--- src/rtl/sda_delay_line.sv ---
module sda_delay_line #(
  parameter int CODE_W = 3,
  parameter int REG_W  = 8
) (
  input  logic             clk,
  input  logic             rst_n,
  input  logic             dig_en,
  input  logic             reg_wr,
  input  logic [REG_W-1:0] reg_wdata,
  output logic [REG_W-1:0] reg_rdata,
  input  logic             sda_in,
  output logic             sda_out
);
  localparam int CODE_LSB = REG_W - CODE_W;
  localparam int STAGES   = 1 << CODE_W;

  logic [CODE_W-1:0] code;
  logic [STAGES-1:0] line;

  always_ff @(posedge clk or negedge rst_n) begin
    if (!rst_n)
      code <= '0;
    else if (!dig_en)
      code <= '0;
    else if (reg_wr)
      code <= reg_wdata[REG_W-1:CODE_LSB];
  end

  always_ff @(posedge clk or negedge rst_n) begin
    if (!rst_n) line <= '1;
    else        line <= {line[STAGES-2:0], sda_in};
  end

  assign reg_rdata = dig_en ? {code, {CODE_LSB{1'b0}}} : '0;

  always_comb begin
    if (code == '0) sda_out = sda_in;
    else            sda_out = line[code];
  end

  logic [CODE_W:0] warm;
  always_ff @(posedge clk or negedge rst_n) begin
    if (!rst_n)                     warm <= '0;
    else if (warm != (CODE_W+1)'(STAGES)) warm <= warm + 1'b1;
  end


  code_clear_chk: assert property (@(posedge clk) disable iff (!rst_n)
    !dig_en |=> reg_rdata == '0 && $past(!dig_en));


  locked_hold_chk: assert property (@(posedge clk) disable iff (!rst_n)
    (dig_en && !reg_wr) |=> (!dig_en || $stable(reg_rdata)));


  low_bits_zero_chk: assert property (@(posedge clk) disable iff (!rst_n)
    reg_rdata[CODE_LSB-1:0] == '0);


  closed_read_chk: assert property (@(posedge clk) disable iff (!rst_n)
    !dig_en |-> reg_rdata == '0);


  bypass_chk: assert property (@(posedge clk) disable iff (!rst_n)
    (dig_en && reg_rdata == '0) |-> sda_out == sda_in);


  for (genvar k = 1; k < STAGES; k++) begin : g_tap_chk
    tap_delay_chk: assert property (@(posedge clk) disable iff (!rst_n)
      (warm == (CODE_W+1)'(STAGES) && dig_en &&
       reg_rdata[REG_W-1:CODE_LSB] == CODE_W'(k))
      |-> sda_out == $past(sda_in, k + 1));
  end
endmodule

--- config.mk ---
export PLATFORM = sky130hd
export DESIGN_NAME = sda_delay_line
export DESIGN_NICKNAME = d
export VERILOG_FILES = /design/src/rtl/sda_delay_line.sv
export SDC_FILE = /design/constraint.sdc
export NUM_CORES = 1
export LEC_CHECK = 0
export ABC_AREA = 1
export BUFFER_PORTS_ARGS = -buffer_cell sky130_fd_sc_hd__buf_2
export CAP_MARGIN = 0
export CELL_PAD_IN_SITES_DETAIL_PLACEMENT = 1
export CELL_PAD_IN_SITES_GLOBAL_PLACEMENT = 1
export CORE_UTILIZATION = 32
export CTS_CLUSTER_DIAMETER = 80
export CTS_CLUSTER_SIZE = 8
export DETAILED_ROUTE_END_ITERATION = 7
export PLACE_DENSITY_LB_ADDON = 0.08
export SLEW_MARGIN = 20
export SYNTH_ARGS = -nofsm -noshare
export SYNTH_HDL_FRONTEND = slang
export SYNTH_SLANG_ARGS = --single-unit
export TNS_END_PERCENT = 10
--- constraint.sdc ---
create_clock -name clk -period 1.51 [get_ports clk]
set_input_delay 0.151 -clock clk [delete_from_list [all_inputs] [get_ports clk]]
set_output_delay 0.151 -clock clk [all_outputs]
set_load 0.01 [all_outputs]
==> summary.md <==
| Metric | Value |
|---|---|
| DRC Markers | `0` |
| Met3 Usage GRT | `3.33%` |
| Worst Setup End Kind | `primary output` |
| Max-Cap Viols | `0` |
| Post-synth top cells | `nand2_1 (13), dfstp_2 (8), nand3_1 (8)` |
| Fin util | `42.4%` |
| Post-route insts no fill | `80` |
| R2R Setup Slk | `0.77 ns` |
| # port buffers | `11` |
| Area of the multi-input gates | `126 sq um` |
| Cell Area, Synth | `460 sq um` |
| Grt met2 use | `18.1%` |
| Initial DRT Pass Iterations | `3` |
| Final slew viol count | `0` |
| CTS tree | `yes` |
| Reg2reg path depth | `2` |
| Final Cell Area | `558 sq um` |
| Vias | `346` |
| CP endpoint | `sda_out` |
| Max Freq | `734 MHz` |
| Postcts setup bufs | `0` |
| Tot Pwr | `0.596 mW` |
| Synth unique cells | `11` |
| CP arrival | `1.21 ns` |
| Clock Tree Buf Depth | `2` |
| Max IR drop VDD | `0.365 mV` |
| Height of the die | `39.9 um` |
| Crit Reg-Reg Startpoint | `code[0]$_DFFE_PN0P_` |
| Top Usage Layer GRT | `met2` |
| Dpl cell area | `512 sq um` |
| Critical path type | `reg2out` |
| First-pass GRT wire length | `1200 um` |
| Post-DR wirelength/cell | `10.5 um` |
| Largest net degree at the start of global routing | `12` |
| Unrepaired setup endpoints after global routing | `false` |
| HP Class | `in2reg` |
| Top-count cell post-synth | `nand2_1` |
| Core area | `1320 sq um` |
| Final wirelength | `843 um` |
| Die width | `39.9 um` |
| Fillers | `172` |
| Initial Util | `34.9%` |
| HP Start | `reg_wdata[7]` |
| H-tree depth | `1` |
| Skew-Pair Late Insertion Delay | `0.26 ns` |
| Async SR Flop Fraction | `100%` |
| Die area | `1590 sq um` |
| Required @ worst endpoint | `1.36 ns` |
| Initial antenna violation count | `0` |
| Yosys top cell area share | `45.7%` |
| Pleak | `0.298 nW` |
| GR Overflow Total | `0` |
| Vias per Instance | `4.33` |
| Ports | `22` |
| Power Density | `1070 nW/um^2` |
| CTS Root Cell | `clkbuf_4` |
| Sequential element share of the synthesized area | `62.0%` |
| CTS sink cnt | `11` |
| Detailed Place HPWL | `638 um` |
| Area Growth Syn to Fin | `21.2%` |
| Dominant cell type by area after synthesis | `dfstp_2` |
| Fin. Hold Viols | `0` |
| CP max FO | `6` |
| Clock buffer count from CTS | `3` |
| Num rows | `13` |
| Total track usage | `12.1%` |
| Iter 0 DRT Violations | `7` |
| Placer Congestion | `0.604` |
| Post-synth top flop | `dfstp_2` |
| Fin nets | `79` |
| Setup TNS | `0 ns` |
| Period utilization | `90.2%` |
| Register Area | `285 sq um` |
| Run status | `complete, no violations` |
| Vias in the first global route | `276` |
| Cell count after synthesis | `49` |
| EDFF count, synth | `0` |
| Global Route met1 Usage | `15.0%` |
| CP startpoint | `code[0]$_DFFE_PN0P_` |
| Ratio of cells with drive above 1 in the final layout | `35.4%` |
| Clk_skew | `0.00205 ns` |
| Reg clk slew, reported paths | `0.07 ns` |
| Final setup fails | `0` |
| Fin crit period | `1.36 ns` |
| # diodes | `0` |
| Top area cells in the synthesized netlist | `dfstp_2 (46%), dfrtp_1 (16%), nand2_1 (11%)` |
| Dpl cells | `74` |
| FF-to-FF End | `code[0]$_DFFE_PN0P_` |
| Crit start category | `register` |
| Post-DRT Antenna Nets | `0` |
| Ys Warns | `0` |
| Synth Register Bits | `11` |
| Syn Area/Cell | `9.40 sq um` |
-- critical path, cell delays in order (launching register included) --
cell and delay (ns):
dfrtp_1 0.45, inv_2 0.12, nand2_1 0.06, nand3_1 0.06
nand3_1 0.07, nand2_1 0.07, buf_2 0.12
-- layout by cell type (no fill, tap or decap), drive strengths merged --
cell type and n:
dlygate4sd3 2, conb 5, a21oi 1, nor2 1
nand2 13, buf 11, dfstp 8, o21ai 2
dfrtp 3, nand3 8, clkbuf 4, inv 7
-- power breakdown --
part	total [mW]	leakage [nW]	switching [mW]	internal, mW
Combinational	0.0674	0.160	0.0403	0.0270
Sequential	0.332	0.124	0.0126	0.319
Clock	0.196	0.0150	0.0941	0.102
-- metrics by stage --
stage	hold slack, ns	setup slack [ns]
3_5_place_dp	0.0293	0.424
5_1_grt	0.141	0.0445
6_report	0.124	0.148
3_3_place_gp	0.0278	0.423
2_1_floorplan	-0.145	0.566
4_1_cts	0.118	0.126
-- worst min-delay path by stage --
stage / cells past startpoint / slack (ns) / to
finish: 3 / 0.12 / code[2]$_DFFE_PN0P_
global route: 3 / 0.14 / code[0]$_DFFE_PN0P_
CTS: 3 / 0.12 / code[2]$_DFFE_PN0P_
detailed placement: 1 / 0.03 / code[0]$_DFFE_PN0P_
global placement: 1 / 0.03 / code[0]$_DFFE_PN0P_
floorplan: 0 / -0.14 / code[0]$_DFFE_PN0P_
-- flip-flops by register name, indices dropped and copies added (netlist names) --
register	flops
code	3
line	8
-- repair_timing --
action,in CTS,in global routing
hold buffers,2,0
resized for setup,0,0
endpoints found under the hold margin,12,0
-- layer usage --
layer	part of all wire, %	vias up
met5	0	-
met4	0	0
met3	5.3	0
met2	46	14
met1	48	158
li1	-	174
-- kinds of logic (layout without fill, tap and decap cells) --
| family | count (synthesis) | in the layout | synth area share [%] |
|---|---|---|---|
| AND/OR/NAND/NOR | 22 | 22 | 20.1 |
| buffers and inverters | 12 | 24 | 13.9 |
| flip-flops | 11 | 11 | 62.0 |
| AO/OA/AOI/OAI | 3 | 3 | 3.26 |
| other | 1 | 5 | 0.814 |
-- area by class of cell --
cell class / instances / area share (%)
clock buffers: 4 / 4.71
inverters: 7 / 4.71
multi-input cells: 30 / 22.6
flip-flops and latches: 11 / 51.1
well taps: 15 / 3.36
repair buffers: 13 / 13.5
(Power assumes the default switching activity.)
